[src/rtl/irqg_pkg.sv]
// Shared constants and types for the dual-bank interrupt aggregator.
// Assumes a 32-bit register bus with byte offsets on an 8-bit address.
package irqg_pkg;
    localparam int unsigned DW = 32;
    localparam int unsigned AW = 8;

    localparam logic [AW-1:0] OFS_REV      = 8'h00;
    localparam logic [AW-1:0] OFS_CTRL     = 8'h04;
    localparam logic [AW-1:0] OFS_STAT     = 8'h08;
    localparam logic [AW-1:0] OFS_EP_SRC   = 8'h20;
    localparam logic [AW-1:0] OFS_EP_SET   = 8'h24;
    localparam logic [AW-1:0] OFS_EP_CLR   = 8'h28;
    localparam logic [AW-1:0] OFS_EP_MSK   = 8'h2C;
    localparam logic [AW-1:0] OFS_EP_MSET  = 8'h30;
    localparam logic [AW-1:0] OFS_EP_MCLR  = 8'h34;
    localparam logic [AW-1:0] OFS_EP_MSKD  = 8'h38;
    localparam logic [AW-1:0] OFS_CO_SRC   = 8'h40;
    localparam logic [AW-1:0] OFS_CO_SET   = 8'h44;
    localparam logic [AW-1:0] OFS_CO_CLR   = 8'h48;
    localparam logic [AW-1:0] OFS_CO_MSK   = 8'h4C;
    localparam logic [AW-1:0] OFS_CO_MSET  = 8'h50;
    localparam logic [AW-1:0] OFS_CO_MCLR  = 8'h54;
    localparam logic [AW-1:0] OFS_CO_MSKD  = 8'h58;
    localparam logic [AW-1:0] OFS_EOI      = 8'h60;

    // Per-bank write strobes produced by the address decoder.
    typedef struct packed {
        logic src_set;
        logic src_clr;
        logic msk_wr;
        logic msk_set;
        logic msk_clr;
    } bank_wr_t;
endpackage

[src/rtl/irqg_decode.sv]
// Address decoder: turns a bus write into one-hot strobes for the two banks,
// the control word and the end-of-interrupt register.
// Assumes one access per cycle. Read-only and unmapped offsets give no strobe.
module irqg_decode
    import irqg_pkg::*;
(
    input  logic          wr,
    input  logic [AW-1:0] addr,
    output bank_wr_t      ep_w,
    output bank_wr_t      co_w,
    output logic          ctrl_wr,
    output logic          eoi_wr
);
    // Build the strobes from a write and the byte offset.
    always_comb begin
        ep_w    = '0;
        co_w    = '0;
        ctrl_wr = 1'b0;
        eoi_wr  = 1'b0;
        if (wr) begin
            case (addr)
                OFS_EP_SET:  ep_w.src_set = 1'b1;
                OFS_EP_CLR:  ep_w.src_clr = 1'b1;
                OFS_EP_MSK:  ep_w.msk_wr  = 1'b1;
                OFS_EP_MSET: ep_w.msk_set = 1'b1;
                OFS_EP_MCLR: ep_w.msk_clr = 1'b1;
                OFS_CO_SET:  co_w.src_set = 1'b1;
                OFS_CO_CLR:  co_w.src_clr = 1'b1;
                OFS_CO_MSK:  co_w.msk_wr  = 1'b1;
                OFS_CO_MSET: co_w.msk_set = 1'b1;
                OFS_CO_MCLR: co_w.msk_clr = 1'b1;
                OFS_CTRL:    ctrl_wr      = 1'b1;
                OFS_EOI:     eoi_wr       = 1'b1;
                default: ;
            endcase
        end
    end
endmodule

[src/rtl/irqg_bank.sv]
// One interrupt bank: source and mask words, each with set and clear aliases.
// Bits outside VALID are never stored. A hardware event in the same cycle as a
// clear write wins. A soft clear wipes both words and drops that cycle's events.
// Also gives the current and the next-cycle pending flag.
module irqg_bank
    import irqg_pkg::*;
#(
    parameter logic [DW-1:0] VALID = '1
) (
    input  logic          clk,
    input  logic          rst_n,
    input  logic          soft_clr,
    input  bank_wr_t      w,
    input  logic [DW-1:0] wdata,
    input  logic [DW-1:0] evt,
    output logic [DW-1:0] src_q,
    output logic [DW-1:0] msk_q,
    output logic          pend,
    output logic          pend_n
);
    logic [DW-1:0] src_n;
    logic [DW-1:0] msk_n;

    // Next source and mask. Software writes first, then hardware events on top.
    always_comb begin
        src_n = src_q;
        msk_n = msk_q;
        if (soft_clr) begin
            src_n = '0;
            msk_n = '0;
        end else begin
            if (w.src_set) src_n = src_n | wdata;
            if (w.src_clr) src_n = src_n & ~wdata;
            src_n = (src_n | evt) & VALID;
            if (w.msk_wr)  msk_n = wdata;
            if (w.msk_set) msk_n = msk_n | wdata;
            if (w.msk_clr) msk_n = msk_n & ~wdata;
            msk_n = msk_n & VALID;
        end
    end

    // Register the bank words.
    always_ff @(posedge clk) begin
        if (!rst_n) begin
            src_q <= '0;
            msk_q <= '0;
        end else begin
            src_q <= src_n;
            msk_q <= msk_n;
        end
    end

    assign pend   = |(src_q & msk_q);
    assign pend_n = |(src_n & msk_n);

    AST_SET_ORS: assert property (@(posedge clk) disable iff (!rst_n)
        (w.src_set && !soft_clr) |=> ((src_q & $past(wdata) & VALID) == ($past(wdata) & VALID)));
    AST_CLR_DROPS: assert property (@(posedge clk) disable iff (!rst_n)
        (w.src_clr && !soft_clr) |=> ((src_q & $past(wdata) & ~$past(evt)) == '0));
    AST_EVT_KEPT: assert property (@(posedge clk) disable iff (!rst_n)
        (!soft_clr) |=> ((src_q & $past(evt) & VALID) == ($past(evt) & VALID)));
    AST_SOFT_ZERO: assert property (@(posedge clk) disable iff (!rst_n)
        soft_clr |=> (src_q == '0 && msk_q == '0));
endmodule

[src/rtl/irqg_eoi_gate.sv]
// Re-arm gate: passes the pending level to the output while armed. When the
// output falls because pending clears, the gate disarms, and only a write to
// the end-of-interrupt register re-arms it. Reset leaves the gate armed.
module irqg_eoi_gate (
    input  logic clk,
    input  logic rst_n,
    input  logic eoi_wr,
    input  logic pend,
    input  logic pend_n,
    output logic irq_o
);
    logic spent_q;

    assign irq_o = pend & ~spent_q;

    // Disarm once the output has fired and pending falls; the EOI write wins.
    always_ff @(posedge clk) begin
        if (!rst_n)       spent_q <= 1'b0;
        else if (eoi_wr)  spent_q <= 1'b0;
        else if (irq_o && !pend_n) spent_q <= 1'b1;
    end

    AST_HELD_LOW: assert property (@(posedge clk) disable iff (!rst_n)
        (spent_q && !eoi_wr) |=> !irq_o);
    AST_LOW_IDLE: assert property (@(posedge clk) disable iff (!rst_n)
        !pend |-> !irq_o);
endmodule

[src/rtl/dual_bank_irq_agg.sv]
// Top of the interrupt aggregator. Maps the endpoint and core lines into their
// bank words, decodes the register bus, drives the combinational read mux, keeps
// the self-clearing soft-reset bit and the re-arm gate.
// Assumes TX_EP <= 16, RX_EP <= 15 and CORE_LSB + CORE_EV <= 32.
module dual_bank_irq_agg
    import irqg_pkg::*;
#(
    parameter int unsigned   TX_EP    = 16,
    parameter int unsigned   RX_EP    = 15,
    parameter int unsigned   CORE_EV  = 9,
    parameter int unsigned   CORE_LSB = 16,
    parameter logic [DW-1:0] REV_ID   = 32'h4E1A_0102
) (
    input  logic               clk,
    input  logic               rst_n,
    input  logic [AW-1:0]      bus_addr,
    input  logic               bus_wr,
    input  logic [DW-1:0]      bus_wdata,
    output logic [DW-1:0]      bus_rdata,
    input  logic               vbus_drive_i,
    input  logic [TX_EP-1:0]   ep_tx_evt_i,
    input  logic [RX_EP-1:0]   ep_rx_evt_i,
    input  logic [CORE_EV-1:0] core_evt_i,
    output logic               irq_o
);
    localparam int unsigned   RX_LSB     = 17;
    localparam logic [DW-1:0] EP_VALID   = DW'((64'd1 << TX_EP) - 64'd1)
                                         | (DW'((64'd1 << RX_EP) - 64'd1) << RX_LSB);
    localparam logic [DW-1:0] CORE_VALID = DW'((64'd1 << CORE_EV) - 64'd1) << CORE_LSB;

    bank_wr_t      ep_w, co_w;
    logic          ctrl_wr, eoi_wr, soft_clr;
    logic          srst_q;
    logic [DW-1:0] ep_evt, co_evt;
    logic [DW-1:0] ep_src, ep_msk, co_src, co_msk;
    logic          ep_pend, ep_pend_n, co_pend, co_pend_n;

    irqg_decode u_dec (
        .wr(bus_wr), .addr(bus_addr),
        .ep_w(ep_w), .co_w(co_w), .ctrl_wr(ctrl_wr), .eoi_wr(eoi_wr)
    );

    assign soft_clr = ctrl_wr & bus_wdata[0];
    assign ep_evt   = DW'(ep_tx_evt_i) | (DW'(ep_rx_evt_i) << RX_LSB);
    assign co_evt   = DW'(core_evt_i) << CORE_LSB;

    irqg_bank #(.VALID(EP_VALID)) u_ep (
        .clk(clk), .rst_n(rst_n), .soft_clr(soft_clr), .w(ep_w), .wdata(bus_wdata),
        .evt(ep_evt), .src_q(ep_src), .msk_q(ep_msk), .pend(ep_pend), .pend_n(ep_pend_n)
    );

    irqg_bank #(.VALID(CORE_VALID)) u_core (
        .clk(clk), .rst_n(rst_n), .soft_clr(soft_clr), .w(co_w), .wdata(bus_wdata),
        .evt(co_evt), .src_q(co_src), .msk_q(co_msk), .pend(co_pend), .pend_n(co_pend_n)
    );

    irqg_eoi_gate u_gate (
        .clk(clk), .rst_n(rst_n), .eoi_wr(eoi_wr),
        .pend(ep_pend | co_pend), .pend_n(ep_pend_n | co_pend_n), .irq_o(irq_o)
    );

    // Soft-reset bit: set by the write, reads back for one cycle.
    always_ff @(posedge clk) begin
        if (!rst_n) srst_q <= 1'b0;
        else        srst_q <= soft_clr;
    end

    // Read mux; unmapped offsets read zero.
    always_comb begin
        case (bus_addr)
            OFS_REV:     bus_rdata = REV_ID;
            OFS_CTRL:    bus_rdata = DW'(srst_q);
            OFS_STAT:    bus_rdata = DW'(vbus_drive_i);
            OFS_EP_SRC:  bus_rdata = ep_src;
            OFS_EP_MSK:  bus_rdata = ep_msk;
            OFS_EP_MSKD: bus_rdata = ep_src & ep_msk;
            OFS_CO_SRC:  bus_rdata = co_src;
            OFS_CO_MSK:  bus_rdata = co_msk;
            OFS_CO_MSKD: bus_rdata = co_src & co_msk;
            default:     bus_rdata = '0;
        endcase
    end

    AST_REV_READ: assert property (@(posedge clk) disable iff (!rst_n)
        (bus_addr == OFS_REV) |-> (bus_rdata == REV_ID && REV_ID != '0));
    AST_SRST_PULSE: assert property (@(posedge clk) disable iff (!rst_n)
        (srst_q && !soft_clr) |=> !srst_q);
    AST_IRQ_CAUSE: assert property (@(posedge clk) disable iff (!rst_n)
        irq_o |-> (((ep_src & ep_msk) | (co_src & co_msk)) != '0));
endmodule

[config.mk]
export PLATFORM = sky130hd
export DESIGN_NAME = dual_bank_irq_agg
export DESIGN_NICKNAME = d
export VERILOG_FILES = /design/src/rtl/irqg_pkg.sv /design/src/rtl/irqg_decode.sv /design/src/rtl/irqg_bank.sv /design/src/rtl/irqg_eoi_gate.sv /design/src/rtl/dual_bank_irq_agg.sv
export SDC_FILE = /design/constraint.sdc
export NUM_CORES = 1
export LEC_CHECK = 0
export ABC_CLOCK_PERIOD_IN_PS = 4400
export BUFFER_PORTS_ARGS = -buffer_cell sky130_fd_sc_hd__buf_2
export CORE_MARGIN = 1.5
export CORE_UTILIZATION = 50
export CTS_CLUSTER_SIZE = 20
export DETAILED_ROUTE_END_ITERATION = 6
export PLACE_DENSITY = 0.75
export SYNTH_ARGS = -nofsm -noshare
export SYNTH_HDL_FRONTEND = slang
export SYNTH_SLANG_ARGS = --single-unit
[constraint.sdc]
create_clock -name clk -period 4.4 [get_ports clk]
set_clock_uncertainty 0.2 [all_clocks]
set_input_delay 0.66 -clock clk [delete_from_list [all_inputs] [get_ports clk]]
set_output_delay 0.66 -clock clk [all_outputs]
set_load 0.02 [all_outputs]
==> impl_metrics.env <==
export IMPL_status="completed"
export IMPL_final_util_pct=60.12
export IMPL_pwr_density_cell_nw_per_um2=256.1
export IMPL_cp_top_family="simple AND/OR/NAND/NOR gates"
export IMPL_start_util_pct=51.00
export IMPL_critPathLaunch="bus_addr[4]"
export IMPL_drive_gt1_share_pct=23.79
export IMPL_grt_max_degree=35
export IMPL_cp_arrival_ns=2.85
export IMPL_numCtsBuffers=9
export IMPL_setup_viol=0
export IMPL_worst_slew_pin_transition_ns=0.8981
export IMPL_area_delta_synth_final_pct=17.90
export IMPL_swShare_pct=29.07
export IMPL_syn_area_um2=5194
export IMPL_die_y_um=104.9
export IMPL_avgRoutedWirePerCell_um=23.68
export IMPL_drc=0
export IMPL_antenna_cells=0
export IMPL_die_area_um2=11010
export IMPL_antenna_found_initial=0
export IMPL_synth_edf_count=0
export IMPL_fillCellCount=934
export IMPL_slew_violations=0
export IMPL_rr_worst_depth=7
export IMPL_holdBufCountCts=0
export IMPL_p_leak_uw=0.002581
export IMPL_overflow=0
export IMPL_regArea_um2=1642
export IMPL_layout_common_cells="buf_2, dfxtp_1, nor2_1"
export IMPL_cts_tree="yes"
export IMPL_seqPwrFrac_pct=51.0
export IMPL_clkTransAtPathRegs_ns=0.08
export IMPL_crit_type="in -> out"
export IMPL_cts_setup_buffers=0
export IMPL_netlist_area_leader_share_pct=31.61
export IMPL_finalSetupTns_ns=0
export IMPL_synth_ff_type="dfxtp_1"
export IMPL_crit_top_cell="buf_2"
export IMPL_yosysWarnings=0
export IMPL_synth_largest_area_cell="dfxtp_1"
export IMPL_antenna_left=0
export IMPL_h_tree_depth=3
export IMPL_cts_resized=0
export IMPL_multi_input_area_um2=3272
export IMPL_worstSetupEndpointType="output port"
export IMPL_p_comb_share_pct=13.6
export IMPL_grt_pass1_vias=5875
export IMPL_fmax_ghz=0.2697
export IMPL_ys_types=51
export IMPL_final_period_utilization_pct=84.26
export IMPL_portBuffers=116
export IMPL_io_pins=117
export IMPL_vias_per_cell=7.299
export IMPL_cp_slowest_cell="nor2_2"
export IMPL_rr_startpoint="u_ep.src_q[6]$_SDFF_PN0_"
export IMPL_vias=6270
export IMPL_die_w_um=104.9
export IMPL_drv_cap=0
export IMPL_timing_final_hold_violations=0
export IMPL_final_common_cell="buf_2"
export IMPL_clock_latency_ns=0.37
export IMPL_hp_class="reg -> reg"
export IMPL_crit_required_ns=3.54
export IMPL_fin_crit_ns=3.707
export IMPL_syn_area_per_cell_um2=8.257
export IMPL_synthCells=629
export IMPL_final_area_um2=6123
export IMPL_dp_hpwl_mm=14.28
export IMPL_worstPathMaxFanout=15
export IMPL_syn_num_nets=713
export IMPL_seq_area_frac_synth_pct=31.61
export IMPL_timing_rr_end="u_gate.spent_q$_SDFFE_PP0P_"
export IMPL_relSlewSlack_pct=40.06
export IMPL_clock_power_share_pct=35.3
export IMPL_path_cells="buf_2 > or4b_1 > nor2_2 > buf_4 > a221o_1 > buf_2"
export IMPL_row_count=37
export IMPL_vdd_ir_drop_max_v=0.0002121
export IMPL_dpl_cell_area_um2=5936
export IMPL_coreArea_um2=10180
export IMPL_cts_max_path_buffers=2
export IMPL_drt_pass1_iterations=6
export IMPL_endpoint="bus_rdata[30]"
export IMPL_path_buf_inv=3
export IMPL_p_switching_uw=456.0
export IMPL_final_nets=802
export IMPL_cp_depth=6
export IMPL_yosys_top_cells_area="dfxtp_1, a2111oi_0, a21oi_1"
export IMPL_grt_use_total_pct=36.31
export IMPL_gp_congestion=0.9882
export IMPL_grt_pass1_wl_mm=31.14
export IMPL_wl_mm=20.34
export IMPL_p_int_uw=1112
export IMPL_r2r_slack_ns=2.05
export IMPL_rsz0062_at_grt="no"
export IMPL_root_buffer="clkbuf_8"
export IMPL_worst_setup_path_start_kind="input pin"
export IMPL_ys_seq_elements=82
export IMPL_ys_async_sr_fraction_pct=0
export IMPL_drt_iter0_markers=993
export IMPL_critPathMaxStageDelay_ns=0.73
export IMPL_cts_num_sinks=82
[synth_stat cells, types with 15 or more instances]
cell type,instances
nand2_1,29
a41o_1,21
a211oi_1,15
a2111oi_0,40
clkbuf_1,49
a22o_1,22
a21oi_1,54
a32oi_1,21
a21o_1,33
nor2_1,68
nand4_1,26
a22oi_1,21
dfxtp_1,82
[through the flow]
| stage | setup slack [ns] | std cells | total power, uW | hold WS [ns] |
|---|---|---|---|---|
| detailed placement | 0.6482 | 843 | 1022 | 0.2539 |
| global placement | 0.7077 | 843 | 1015 | 0.2485 |
| finish | 0.6927 | 859 | 1568 | 0.2639 |
| global route | 0.6457 | 859 | 1612 | 0.3034 |
| CTS | 0.7889 | 859 | 1555 | 0.2640 |
| floorplan | 1.160 | 629 | 913.0 | 0.2247 |
[worst min-delay path by stage]
stage	start	endpoint	slack, ns	depth (start not counted)
final	u_gate.spent_q$_SDFFE_PP0P_	u_gate.spent_q$_SDFFE_PP0P_	0.26	2
after global routing	u_gate.spent_q$_SDFFE_PP0P_	u_gate.spent_q$_SDFFE_PP0P_	0.30	2
after CTS	u_gate.spent_q$_SDFFE_PP0P_	u_gate.spent_q$_SDFFE_PP0P_	0.26	2
after detailed placement	u_gate.spent_q$_SDFFE_PP0P_	u_gate.spent_q$_SDFFE_PP0P_	0.25	2
after global placement	u_gate.spent_q$_SDFFE_PP0P_	u_gate.spent_q$_SDFFE_PP0P_	0.25	2
after floorplan	u_gate.spent_q$_SDFFE_PP0P_	u_gate.spent_q$_SDFFE_PP0P_	0.22	2
[power by group through the flow]
| stage | Sequential [uW] | Combinational (uW) | Clock (uW) |
|---|---|---|---|
| 2_1_floorplan | 803 | 110 | 0 |
| 3_3_place_gp | 815 | 200 | 0 |
| 3_5_place_dp | 816 | 206 | 0 |
| 4_1_cts | 798 | 207 | 549 |
| 5_1_grt | 802 | 229 | 582 |
| 6_report | 800 | 214 | 554 |
[metal layers]
metal	global-route usage (%)	vias to the layer above	routed length [um]	share of wire [%]
li1	-	2762	-	-
met1	47.94	2925	8032	39
met2	55.88	496	8789	43
met3	8.172	87	2498	12
met4	17.61	0	1024	5.0
met5	0	-	0	0
[state kept, by name, summed over array words and instances, names as in the netlist]
signal and cells:
srst_q 1, u_core.msk_q 9, u_core.src_q 9, u_ep.msk_q 31
u_ep.src_q 31, u_gate.spent_q 1
[final cells by class]
| class | instances | share of cell area [%] |
|---|---|---|
| timing repair buffer | 144 | 13.12 |
| clock buffer | 12 | 2.207 |
| tap | 136 | 2.779 |
| clock inverter | 4 | 0.8582 |
| inverter | 13 | 0.7969 |
| sequential | 82 | 26.81 |
| multi-input combinational | 468 | 53.43 |
[worst reg2reg max path: stages, from the launching register on]
cell and delay (ns):
dfxtp_1 0.35, a41o_1 0.22, a21oi_1 0.21, a2111oi_0 0.10, nor4_1 0.38, nand4_1 0.16
or4_1 0.54, o21ai_1 0.12
[cell families after synthesis]
| group | share of synthesized area (%) |
|---|---|
| compound gates | 44.78 |
| buf+inv | 6.047 |
| simple gates | 17.56 |
| flops | 31.61 |
(Power assumes the default switching activity.)
